==> config.mk <==
export PLATFORM = sky130hd
export DESIGN_NAME = llsc_resv_monitor
export DESIGN_NICKNAME = d
export VERILOG_FILES = /design/src/rtl/llsc_pkg.sv /design/src/rtl/llsc_ctx_decode.sv /design/src/rtl/llsc_resv_slot.sv /design/src/rtl/llsc_sc_judge.sv /design/src/rtl/llsc_resv_monitor.sv
export SDC_FILE = /design/constraint.sdc
export NUM_CORES = 1
export LEC_CHECK = 0
export ABC_AREA = 0
export BUFFER_PORTS_ARGS = -buffer_cell sky130_fd_sc_hd__buf_2
export CORE_ASPECT_RATIO = 0.6
export CORE_MARGIN = 3
export CORE_UTILIZATION = 62
export CTS_CLUSTER_SIZE = 40
export DETAILED_ROUTE_END_ITERATION = 8
export GPL_TIMING_DRIVEN = 0
export PLACE_DENSITY = 0.85
export SYNTH_ARGS = -nofsm -noshare
export SYNTH_HDL_FRONTEND = slang
export SYNTH_HIERARCHICAL = 1
export SYNTH_SLANG_ARGS = --single-unit
==> constraint.sdc <==
create_clock -name clk -period 2.9 [get_ports clk]
set_clock_uncertainty 0.2 [all_clocks]
set_input_delay 0 -clock clk [delete_from_list [all_inputs] [get_ports clk]]
set_output_delay 0 -clock clk [all_outputs]
set_load 0.01 [all_outputs]
==> src/rtl/llsc_pkg.sv <==
package llsc_pkg;

   // Operation encodings carried on op_code
   localparam logic [1:0] OPC_IDLE  = 2'b00;
   localparam logic [1:0] OPC_READ  = 2'b01;
   localparam logic [1:0] OPC_WRITE = 2'b10;
   localparam logic [1:0] OPC_SPARE = 2'b11;

   // Bits needed to index n items, never less than one
   function automatic int unsigned idx_width(input int unsigned n);
      return (n > 1) ? $clog2(n) : 1;
   endfunction

endpackage

==> src/rtl/llsc_ctx_decode.sv <==
module llsc_ctx_decode #(
   parameter int unsigned NCPU  = 4,
   parameter int unsigned NTHR  = 2,
   parameter int unsigned CPU_W = 2,
   parameter int unsigned THR_W = 1,
   localparam int unsigned NCTX = NCPU * NTHR
) (
   input  logic [CPU_W-1:0] cpu_i,
   input  logic [THR_W-1:0] thr_i,
   output logic [NCTX-1:0]  sel_o
);

   // One select line per (cpu, thread) context, slot index = cpu*NTHR + thr
   for (genvar c = 0; c < NCPU; c++) begin : g_cpu
      for (genvar t = 0; t < NTHR; t++) begin : g_thr
         assign sel_o[c*NTHR + t] = (cpu_i == CPU_W'(c)) && (thr_i == THR_W'(t));
      end
   end

endmodule

==> src/rtl/llsc_resv_slot.sv <==
module llsc_resv_slot #(
   parameter int unsigned TAG_W = 28
) (
   input  logic             clk,
   input  logic             rst_n,
   input  logic             arm_i,
   input  logic [TAG_W-1:0] arm_tag_i,
   input  logic             kill_i,
   output logic             vld_o,
   output logic [TAG_W-1:0] tag_o
);

   // A load-linked and a write never coincide, so arm simply wins
   always_ff @(posedge clk) begin
      if (!rst_n) begin
         vld_o <= 1'b0;
         tag_o <= '0;
      end else if (arm_i) begin
         vld_o <= 1'b1;
         tag_o <= arm_tag_i;
      end else if (kill_i) begin
         vld_o <= 1'b0;
      end
   end

endmodule

==> src/rtl/llsc_sc_judge.sv <==
module llsc_sc_judge #(
   parameter int unsigned NCTX  = 8,
   parameter int unsigned TAG_W = 28
) (
   input  logic                  is_wr_i,
   input  logic                  locked_i,
   input  logic [TAG_W-1:0]      op_tag_i,
   input  logic [NCTX-1:0]       ctx_sel_i,
   input  logic [NCTX-1:0]       slot_vld_i,
   input  logic [NCTX*TAG_W-1:0] slot_tag_i,
   output logic [NCTX-1:0]       kill_o,
   output logic                  sc_pass_o,
   output logic                  mem_we_o
);

   logic [NCTX-1:0] hit;
   logic            any_resv;
   logic            own_hit;

   // Block-address compare against every held reservation
   for (genvar i = 0; i < NCTX; i++) begin : g_cmp
      assign hit[i] = slot_vld_i[i] && (slot_tag_i[i*TAG_W +: TAG_W] == op_tag_i);
   end

   assign any_resv  = |slot_vld_i;
   assign own_hit   = |(hit & ctx_sel_i);
   assign sc_pass_o = is_wr_i && locked_i && any_resv && own_hit;
   assign kill_o    = {NCTX{is_wr_i}} & hit;
   assign mem_we_o  = is_wr_i && (!locked_i || sc_pass_o);

endmodule

==> src/rtl/llsc_resv_monitor.sv <==
module llsc_resv_monitor
   import llsc_pkg::*;
#(
   parameter int unsigned ADDR_W    = 32,
   parameter int unsigned GRAN_BITS = 4,
   parameter int unsigned NCPU      = 4,
   parameter int unsigned NTHR      = 2,
   localparam int unsigned CPU_W    = idx_width(NCPU),
   localparam int unsigned THR_W    = idx_width(NTHR)
) (
   input  logic              clk,
   input  logic              rst_n,
   input  logic [1:0]        op_code,
   input  logic              op_locked,
   input  logic [ADDR_W-1:0] op_addr,
   input  logic [CPU_W-1:0]  op_cpu,
   input  logic [THR_W-1:0]  op_thr,
   output logic              mem_we,
   output logic              sc_result
);

   localparam int unsigned NCTX  = NCPU * NTHR;
   localparam int unsigned TAG_W = ADDR_W - GRAN_BITS;

   // Elaboration-time parameter checks
   if (GRAN_BITS >= ADDR_W) begin : g_bad_gran
      $error("GRAN_BITS must be below ADDR_W");
   end
   if (NCPU < 1 || NTHR < 1) begin : g_bad_ctx
      $error("NCPU and NTHR must be at least one");
   end

   logic [TAG_W-1:0]      op_tag;
   logic                  is_wr;
   logic                  is_sc;
   logic                  is_ll;
   logic [NCTX-1:0]       ctx_sel;
   logic [NCTX-1:0]       arm_vec;
   logic [NCTX-1:0]       kill_vec;
   logic [NCTX-1:0]       slot_vld;
   logic [NCTX*TAG_W-1:0] slot_tag_flat;
   logic                  sc_pass;

   // Block tag: drop the low granularity bits
   if (GRAN_BITS == 0) begin : g_tag_full
      assign op_tag = op_addr;
   end else begin : g_tag_coarse
      assign op_tag = op_addr[ADDR_W-1:GRAN_BITS];
   end

   assign is_wr   = (op_code == OPC_WRITE);
   assign is_sc   = is_wr && op_locked;
   assign is_ll   = (op_code == OPC_READ) && op_locked;
   assign arm_vec = {NCTX{is_ll}} & ctx_sel;

   llsc_ctx_decode #(
      .NCPU (NCPU),
      .NTHR (NTHR),
      .CPU_W(CPU_W),
      .THR_W(THR_W)
   ) u_dec (
      .cpu_i(op_cpu),
      .thr_i(op_thr),
      .sel_o(ctx_sel)
   );

   for (genvar i = 0; i < NCTX; i++) begin : g_slot
      llsc_resv_slot #(
         .TAG_W(TAG_W)
      ) u_slot (
         .clk      (clk),
         .rst_n    (rst_n),
         .arm_i    (arm_vec[i]),
         .arm_tag_i(op_tag),
         .kill_i   (kill_vec[i]),
         .vld_o    (slot_vld[i]),
         .tag_o    (slot_tag_flat[i*TAG_W +: TAG_W])
      );
   end

   llsc_sc_judge #(
      .NCTX (NCTX),
      .TAG_W(TAG_W)
   ) u_judge (
      .is_wr_i   (is_wr),
      .locked_i  (op_locked),
      .op_tag_i  (op_tag),
      .ctx_sel_i (ctx_sel),
      .slot_vld_i(slot_vld),
      .slot_tag_i(slot_tag_flat),
      .kill_o    (kill_vec),
      .sc_pass_o (sc_pass),
      .mem_we_o  (mem_we)
   );

   // Result bit moves only on conditional writes
   always_ff @(posedge clk) begin
      if (!rst_n) begin
         sc_result <= 1'b0;
      end else if (is_sc) begin
         sc_result <= sc_pass;
      end
   end

endmodule

==> results.py, run 1 <==
metrics = {
    "synth": {
        "syn_area_sq_um": 11800,
        "yosysWarnings": 6,
        "seq_area_frac_synth": 0.396,
        "yosys.area.top_type_share": 0.396,
        "synth_area_leaders": "dfxtp_1 40%, mux2i_1 19%, nor2b_1 12%, xnor2_1 8.7%, xor2_1 7.7%",
        "synthArstFlopShare": 0,
        "synth_flop_cell": "dfxtp_1",
        "synth_cell_types": 39,
        "synth_edf_count": 0,
        "yosys-top-cells-count": "233 x dfxtp_1, 233 x nor2b_1, 225 x mux2i_1",
        "syn_inst": 1128,
        "yosys.area.top_type": "dfxtp_1",
        "ys_ff_latch": 233,
        "syn_area_per_cell_sq_um": 10.4,
        "syn-num-nets": 1168,
    },
    "final_layout": {
        "final_nets": 1262,
        "final_cells": 1475,
        "utilization": 0.729,
        "stdcell_area_sq_um": 13400,
        "diodes": 0,
        "drive_gt1_frac": 0.118,
        "syn_to_final_growth_pct": 13.5,
    },
    "flow_run": {
        "maxCapViolCount": 0,
    },
    "power": {
        "clockPowerShare": 0.426,
        "p_seq_frac": 0.473,
        "p_leak_nw": 4.38,
        "internal_power_mw": 5.15,
        "ir_drop_mv": 0.470,
        "comb_power_share": 0.101,
        "swShare": 0.248,
        "p_sw_mw": 1.70,
        "powerDensity_nw_per_um2": 512,
        "fin_total_pwr_mw": 6.85,
    },
    "sta": {
        "slew_headroom": 0.491,
        "report.final.slew_viol_count": 0,
        "hold_viol": 0,
        "fin_ws_ns": 0.00884,
        "finalCriticalPeriod_ns": 2.89,
        "tightestPinTransition_ns": 0.762,
        "clock.fmax_ghz": 0.346,
        "setup-violations-final": 0,
        "tns_ns": 0,
        "min_period_over_period": 0.997,
        "hold_ws_ns": 0.126,
        "rsz0062_at_grt": "no",
    },
    "min_path": {
        "hold_class": "input port to flop",
        "hold_depth": 6,
        "hold_start": "op_thr",
    },
    "setup_path": {
        "crit_type": "flop to output port",
        "r2r_start": "g_slot[2].u_slot/tag_o[6]$_SDFFE_PN0P_",
        "rr_worst_depth": 9,
        "cp.arrival_ns": 2.69,
        "start_kind": "flop",
        "crit_required_ns": 2.70,
        "r2r_slack_ns": 0.46,
        "crit_fanout": 2,
        "cp-startpoint": "g_slot[5].u_slot/tag_o[17]$_SDFFE_PN0P_",
        "endpoint_kind": "output port",
    },
    "route": {
        "drc": 0,
        "drt-total-wl_um": 34600,
        "drt-initial-drc-count": 833,
        "ant_nets": 0,
        "via_per_inst": 5.85,
        "vias": 8634,
        "avgRoutedWirePerCell_um": 23.5,
        "drtPass1Iterations": 5,
    },
    "floorplanning": {
        "die_y_um": 113,
        "rows": 38,
        "die_area_sq_um": 20700,
        "die_w_um": 184,
        "ios": 42,
        "coreArea_sq_um": 18400,
        "initial_core_util": 0.642,
    },
    "placement": {
        "dpl-instance-area_sq_um": 12300,
        "io_buffer_count": 37,
        "dp_slack_ns": 0.108,
        "gp_congestion": 0.880,
        "hpwl_um": 23700,
        "place_inst": 1405,
    },
    "cts": {
        "cts_tree": "yes",
        "cts_buffers": 22,
        "clk_pin_slew_ns": 0.06,
        "cts_max_level": 1,
        "root_buffer": "clkbuf_16",
        "post_cts_buffers": 0,
        "cts.sinks": 233,
        "worstSkewPairLatency_ns": 0.52,
        "clock_path_buffers": 3,
    },
    "grt": {
        "antenna_found_initial": 1,
        "grt_overflow": 0,
        "grtUsageTotal": 0.331,
        "grt_max_degree": 19,
        "grt_pass1_vias": 8477,
        "grt_pass1_wl_um": 51300,
    },
    "status": {
        "status": "finished clean",
    },
}
==> kinds of logic (layout without fill, tap and decap cells) <==
logic type | Yosys count | in the layout | synth area share
simple gates | 349 | 349 | 0.184
flops | 233 | 233 | 0.396
compound gates | 18 | 18 | 0.0129
xor+xnor | 221 | 221 | 0.164
mux | 225 | 225 | 0.191
buf+inv | 82 | 189 | 0.0515
==> state kept, by name, indices dropped and copies added, names as in the netlist <==
register,flops
g_slot.u_slot/tag_o,224
g_slot.u_slot/vld_o,8
sc_result,1
==> area by class of cell <==
type                       count  area [sq um]
fill                        1348          4980
inverter                       6          25.0
clock inverter                 2          35.0
sequential                   233          4660
multi-input combinational    813          6570
buffer                        76           587
timing repair buffer          70           523
clock buffer                  35           671
tap                          240           300
==> critical path, stage by stage (launching register included) <==
cell	delay, ns
dfxtp_1	0.35
xor2_1	0.32
nor3_1	0.15
nand4_1	0.17
nor4_4	0.06
a22o_1	0.29
o41ai_2	0.49
o21ai_1	0.17
buf_2	0.17
==> worst paths after layout <==
kind                                                          endpoint
worst max-delay path                                            mem_we
worst min-delay path            g_slot[0].u_slot/tag_o[1]$_SDFFE_PN0P_
worst max register to register                  sc_result$_SDFFE_PN0P_
worst min register to register                  sc_result$_SDFFE_PN0P_
==> cell usage in the layout, fill, tap and decap left out, types with 4 or more instances in the layout <==
cell,Yosys,layout
dfxtp_1,233,233
xor2_1,104,104
buf_12,8,8
nand4_1,34,34
clkbuf_8,0,5
clkbuf_16,0,23
inv_1,4,4
nand3_1,8,8
nor2b_1,233,233
nor2_1,6,6
buf_2,31,63
nor3_1,7,7
xnor2_1,117,117
buf_4,8,10
nor4_2,1,5
buf_6,13,13
nor4_1,30,24
and2_1,10,10
and3b_2,4,4
dlygate4sd3_1,0,33
o21a_1,8,8
nand2_1,6,6
mux2i_1,225,225
clkbuf_1,16,23
==> power groups by stage <==
| stage | clock [mW] | sequential [mW] | combinational [mW] |
|---|---|---|---|
| after global placement | 0 | 3.31 | 0.593 |
| after floorplan | 0 | 3.31 | 0.367 |
| final | 2.92 | 3.24 | 0.694 |
| after global routing | 3.07 | 3.24 | 0.717 |
| after CTS | 2.93 | 3.24 | 0.662 |
| after detailed placement | 0 | 3.31 | 0.601 |
==> layer usage <==
layer | track usage | share of wire | vias to the layer above
li1 | - | - | 3968
met3 | 0.115 | 0.12 | 65
met5 | 0 | 0.00078 | -
met2 | 0.467 | 0.40 | 390
met4 | 0.0785 | 0.026 | 4
met1 | 0.486 | 0.45 | 4207
==> repair_timing <==
action,in CTS,in global routing
hold buffers,33,0
endpoints found under the hold margin,233,0
endpoints found under the setup margin,1,1
cloned,0,0
resized for setup,2,14
(Power assumes the default switching activity.)
==> inputs of run 2 (changes only) <==
SYNTH_HIERARCHICAL = not set   (was 1)
==> results.py, run 2 <==
metrics = {
    "sta": {
        "tns_ns": 0,
        "finalCriticalPeriod_ns": 2.83,
        "slew_headroom": 0.528,
        "report.final.slew_viol_count": 0,
        "min_period_over_period": 0.975,
        "hold_viol": 0,
        "setup-violations-final": 0,
        "clock.fmax_ghz": 0.354,
        "rsz0062_at_grt": "no",
        "tightestPinTransition_ns": 0.701,
    },
    "min_path": {
        "hold_class": "input port to flop",
    },
    "cts": {
        "worstSkewPairLatency_ns": 0.53,
        "cts_max_level": 1,
        "cts.sinks": 233,
        "root_buffer": "clkbuf_16",
        "cts_tree": "yes",
        "clock_path_buffers": 3,
        "cts_buffers": 22,
        "post_cts_buffers": 0,
        "clk_pin_slew_ns": 0.07,
    },
    "synth": {
        "synthArstFlopShare": 0,
        "ys_ff_latch": 233,
        "synth_flop_cell": "dfxtp_1",
        "syn-num-nets": 1436,
        "yosys-top-cells-count": "457 x nand2_1, 233 x dfxtp_1, 209 x a21boi_0",
        "synth_cell_types": 32,
        "synth_edf_count": 0,
        "yosys.area.top_type_share": 0.400,
        "yosysMostFrequentCell": "nand2_1",
        "synth_area_leaders": "dfxtp_1 40%, xnor2_1 15%, nand2_1 15%, a21boi_0 13%, nand4_1 2.9%",
        "seq_area_frac_synth": 0.400,
        "yosysWarnings": 0,
        "syn_area_per_cell_sq_um": 8.36,
        "syn_area_sq_um": 11700,
        "syn_inst": 1396,
        "yosys.area.top_type": "dfxtp_1",
    },
    "final_layout": {
        "syn_to_final_growth_pct": 11.8,
        "final_common_cell": "nand2_1",
        "utilization": 0.714,
        "diodes": 0,
        "fillers": 1393,
        "final_nets": 1499,
        "drive_gt1_frac": 0.0862,
        "stdcell_area_sq_um": 13000,
        "largest_register": "g_slot.u_slot.tag_o",
        "reg_top3": "g_slot.u_slot.tag_o: 224 flops, g_slot.u_slot.vld_o: 8 flops, sc_result: 1 flops",
        "final_cell_mix": "457 x nand2_1, 233 x dfxtp_1, 209 x a21boi_0",
        "largest_reg_flops": 224,
    },
    "grt": {
        "grt_overflow": 0,
        "grt_pass1_vias": 9914,
        "antenna_found_initial": 1,
        "grt_max_degree": 15,
        "grt_pass1_wl_um": 58100,
        "grtUsageTotal": 0.376,
    },
    "placement": {
        "hpwl_um": 25700,
        "io_buffer_count": 7,
        "dpl-instance-area_sq_um": 12000,
        "gp_congestion": 0.976,
    },
    "floorplanning": {
        "die_area_sq_um": 20600,
        "coreArea_sq_um": 18300,
        "die_w_um": 183,
        "rows": 38,
        "initial_core_util": 0.639,
        "die_y_um": 112,
        "ios": 42,
    },
    "route": {
        "drc": 0,
        "ant_nets": 0,
        "avgRoutedWirePerCell_um": 22.8,
        "vias": 10300,
        "drt-initial-drc-count": 1400,
        "drt-total-wl_um": 39000,
        "drtPass1Iterations": 6,
        "via_per_inst": 6.03,
    },
    "setup_path": {
        "crit_type": "flop to output port",
        "cp.arrival_ns": 2.63,
        "crit_required_ns": 2.70,
        "endpoint_kind": "output port",
        "start_kind": "flop",
        "crit_fanout": 2,
    },
    "flow_run": {
        "maxCapViolCount": 0,
    },
    "status": {
        "status": "finished clean",
    },
    "power": {
        "p_leak_nw": 4.06,
        "powerDensity_nw_per_um2": 528,
        "ir_drop_mv": 0.368,
    },
}
==> run 2: cells by family after synthesis <==
logic type | share of synthesized area
simple gates | 0.210
compound gates | 0.154
flops | 0.400
xor+xnor | 0.168
buf+inv | 0.0687
==> run 2: through the flow <==
stage	std cells	power, mW	hold slack, ns	setup WS [ns]
global placement	1643	3.96	0.0894	0.592
floorplan	1396	3.74	-0.0700	1.30
global route	1714	7.00	0.0633	0.0115
detailed placement	1643	3.97	0.0994	0.559
finish	1714	6.88	0.0264	0.0724
CTS	1714	6.83	0.00570	0.0250
==> run 2: what timing repair did <==
item,CTS,global route
endpoints found under the hold margin,231,0
resized for setup,0,1
hold buffers,32,0
endpoints found under the setup margin,0,1
==> run 2: critical path: stages (launching register included) <==
cell      delay [ns]
dfxtp_1         0.32
xnor2_1         0.17
nand4_1         0.16
nor4_1          0.62
nand4b_1        0.22
a21oi_1         0.22
o41ai_2         0.14
o21ai_0         0.10
buf_2           0.16
==> run 2: worst paths after layout <==
path	end	cells past startpoint	slack [ns]	from
worst max-delay path	mem_we	8	0.07	g_slot[6].u_slot.tag_o[27]$_SDFFE_PN0P_
worst max register to register	sc_result$_SDFFE_PN0P_	8	0.11	g_slot[6].u_slot.tag_o[27]$_SDFFE_PN0P_
worst min-delay path	g_slot[6].u_slot.tag_o[0]$_SDFFE_PN0P_	3	0.03	rst_n
worst min register to register	g_slot[7].u_slot.tag_o[25]$_SDFFE_PN0P_	2	0.27	g_slot[7].u_slot.tag_o[25]$_SDFFE_PN0P_
==> run 2: power breakdown <==
part           internal, mW  switching [mW]
sequential             3.22          0.0172
clock                  1.63            1.28
combinational         0.279           0.454
==> run 2: layout make-up <==
class,count,area [sq um],share of cell area
clock inverter,5,25.0,0.00192
inverter,1,3.75,0.000288
clock buffer,34,687,0.0527
timing repair buffer,39,355,0.0272
multi-input combinational,1035,6210,0.476
sequential,233,4660,0.358
buffer,127,798,0.0612
tap,240,300,0.0230
==> run 2: layer usage <==
layer | global-route usage | wire length, um | vias up
met5 | 0 | 13 | -
met2 | 0.551 | 15700 | 706
met3 | 0.144 | 5820 | 172
li1 | - | - | 4642
met4 | 0.178 | 2310 | 2
met1 | 0.492 | 15200 | 4807
==> inputs of run 3 (changes only) <==
ABC_AREA = 1   (was 0)
CORE_ASPECT_RATIO = 2   (was 0.6)
==> results.py, run 3 <==
metrics = {
    "status": {
        "status": "finished clean",
    },
    "floorplanning": {
        "die_area_sq_um": 20300,
        "initial_core_util": 0.640,
        "coreArea_sq_um": 18000,
        "die_y_um": 199,
        "ios": 42,
        "rows": 69,
        "die_w_um": 102,
    },
    "sta": {
        "tns_ns": 0,
        "finalCriticalPeriod_ns": 2.78,
        "rsz0062_at_grt": "no",
        "hold_viol": 0,
        "slew_headroom": 0.501,
        "fin_ws_ns": 0.124,
        "hold_ws_ns": 0.257,
        "clock.fmax_ghz": 0.360,
        "tightestPinTransition_ns": 0.749,
        "min_period_over_period": 0.957,
        "report.final.slew_viol_count": 0,
        "setup-violations-final": 0,
    },
    "route": {
        "vias": 10400,
        "drt-total-wl_um": 35000,
        "avgRoutedWirePerCell_um": 19.1,
        "drc": 0,
        "via_per_inst": 5.68,
        "drtPass1Iterations": 6,
        "drt-initial-drc-count": 791,
        "ant_nets": 0,
    },
    "placement": {
        "hpwl_um": 24700,
        "io_buffer_count": 8,
        "gp_congestion": 1.02,
        "dp_slack_ns": 0.802,
    },
    "final_layout": {
        "largest_reg_flops": 224,
        "fillers": 1375,
        "seq_area_sq_um": 4660,
        "largest_register": "g_slot.u_slot.tag_o",
        "final_cell_mix": "387 x nor2_1, 233 x o21ai_0, 233 x dfxtp_1",
        "final_nets": 1652,
        "syn_to_final_growth_pct": 12.7,
        "drive_gt1_frac": 0.0880,
        "reg_top3": "g_slot.u_slot.tag_o: 224 flops, g_slot.u_slot.vld_o: 8 flops, sc_result: 1 flops",
        "multi_input_area_sq_um": 5800,
        "final_common_cell": "nor2_1",
        "diodes": 0,
    },
    "synth": {
        "synth_fa_ha_area_frac": 0,
        "synth_xor_area_frac": 0.159,
        "seq_area_frac_synth": 0.406,
        "yosys-top-cells-count": "388 x nor2_1, 233 x dfxtp_1, 233 x o21ai_0",
        "synth-simple-area-share": 0.212,
        "ys_ff_latch": 233,
        "yosys.area.top_type_share": 0.406,
        "synthArstFlopShare": 0,
        "syn_inst": 1539,
        "synth_flop_cell": "dfxtp_1",
        "syn_area_sq_um": 11500,
        "synth_compound_area_frac": 0.134,
        "synth_edf_count": 0,
        "synth_top_family_by_area": "simple AND/OR/NAND/NOR gates",
        "yosys.area.top_type": "dfxtp_1",
        "synth_area_leaders": "dfxtp_1 41%, xnor2_1 15%, nor2_1 13%, o21ai_0 10%, nand2_1 6.2%",
        "synth.area.mux_share": 0,
        "synth_cell_types": 24,
        "syn-num-nets": 1579,
        "yosysWarnings": 0,
        "yosysMostFrequentCell": "nor2_1",
        "syn_area_per_cell_sq_um": 7.47,
    },
    "setup_path": {
        "crit_top_cell": "nand2_1",
        "cp_slowest_stage_delay_ns": 0.62,
        "cp.arrival_ns": 2.58,
        "crit_required_ns": 2.70,
        "crit_type": "flop to output port",
        "reg2reg_to": "g_slot[6].u_slot.vld_o$_SDFFE_PN0P_",
        "endpoint_kind": "output port",
        "r2r_start": "g_slot[6].u_slot.tag_o[24]$_SDFFE_PN0P_",
        "cp_slowest_cell": "dlygate4sd3_1",
        "crit_chain": "xnor2_1 > nand4_1 > dlygate4sd3_1 > nor2_2 > nand3_1 > nand2_1 > nor2_1 > nand2_1 > nand2_1 > a21oi_1 > buf_2",
        "rr_worst_depth": 8,
        "r2r_slack_ns": 0.28,
        "crit_fanout": 2,
        "start_kind": "flop",
    },
    "grt": {
        "grt_pass1_vias": 10300,
        "grt_overflow": 0,
        "grtUsageTotal": 0.347,
        "grt_max_degree": 17,
        "antenna_found_initial": 0,
        "grt_pass1_wl_um": 53900,
    },
    "cts": {
        "clock_path_buffers": 3,
        "clk_pin_slew_ns": 0.07,
        "worstSkewPairLatency_ns": 0.52,
        "root_buffer": "clkbuf_16",
        "cts_tree": "yes",
        "cts_max_level": 1,
        "cts_buffers": 22,
        "cts.sinks": 233,
    },
    "power": {
        "fin_total_pwr_mw": 6.96,
        "ir_drop_mv": 0.452,
        "p_leak_nw": 5.11,
        "powerDensity_nw_per_um2": 537,
    },
    "min_path": {
        "hold_start": "op_addr[16]",
        "hold_depth": 4,
        "hold_class": "input port to flop",
        "hold_end": "g_slot[1].u_slot.tag_o[12]$_SDFFE_PN0P_",
    },
    "flow_run": {
        "maxCapViolCount": 0,
    },
}
## run 3: worst max path at each step
stage | from | endpoint | slack, ns | cells past startpoint
finish | g_slot[6].u_slot.tag_o[24]$_SDFFE_PN0P_ | mem_we | 0.12 | 11
global route | g_slot[6].u_slot.tag_o[27]$_SDFFE_PN0P_ | mem_we | 0.03 | 11
CTS | g_slot[6].u_slot.tag_o[25]$_SDFFE_PN0P_ | mem_we | 0.27 | 11
detailed placement | op_code[1] | g_slot[4].u_slot.tag_o[18]$_SDFFE_PN0P_ | 0.80 | 7
global placement | op_code[1] | g_slot[4].u_slot.tag_o[10]$_SDFFE_PN0P_ | 0.84 | 7
floorplan | g_slot[0].u_slot.tag_o[15]$_SDFFE_PN0P_ | mem_we | 1.47 | 11
## run 3: repair_timing
| item | in CTS | in global routing |
|---|---|---|
| hold buffers | 41 | 0 |
| setup endpoints to repair | 0 | 1 |
| hold endpoints to repair | 233 | 0 |
| gates resized for setup | 0 | 1 |
| buffers inserted | 0 | 0 |
## run 3: report_power, final
group | internal (mW) | switching (mW)
Combinational | 0.286 | 0.400
Clock | 1.73 | 1.27
Sequential | 3.24 | 0.0283
Total | 5.25 | 1.70
## run 3: area by class of cell
class | count | area share
plain buffers | 117 | 0.0625
clock buffers | 29 | 0.0493
clock inverters | 8 | 0.00763
inverters | 57 | 0.0166
multi-input cells | 1132 | 0.448
flip-flops and latches | 233 | 0.360
well taps | 213 | 0.0206
repair buffers | 49 | 0.0348
## run 3: metrics by stage
step                instances   util  cell area [sq um]
finish                   1838  0.721              12900
global placement         1760  0.657              11800
floorplan                1539      -              11500
detailed placement       1760  0.657              11800
CTS                      1838  0.721              12900
global route             1838  0.721              12900
## run 3: cells by family (layout without fill, tap and decap cells)
kind of cell,after synthesis,count (layout)
buffers and inverters,174,260
DFF,233,233
and+or+nand+nor,618,618
AOI/OAI and AO/OA,308,308
xor gates and xnor gates,206,206
## run 3: critical path: cells and delay by family (launching register included)
kind	cells	cell delay (ns)
and+or+nand+nor	7	0.65
AOI/OAI and AO/OA	1	0.15
buffers and inverters	2	0.77
DFF	1	0.32
xor gates and xnor gates	1	0.19
## run 3: per-layer routing
| metal | routed length (um) | vias up | track usage |
|---|---|---|---|
| li1 | - | 4985 | - |
| met5 | 0 | - | 0 |
| met1 | 11900 | 4803 | 0.361 |
| met3 | 1970 | 171 | 0.0347 |
| met2 | 17100 | 481 | 0.589 |
| met4 | 4030 | 0 | 0.328 |
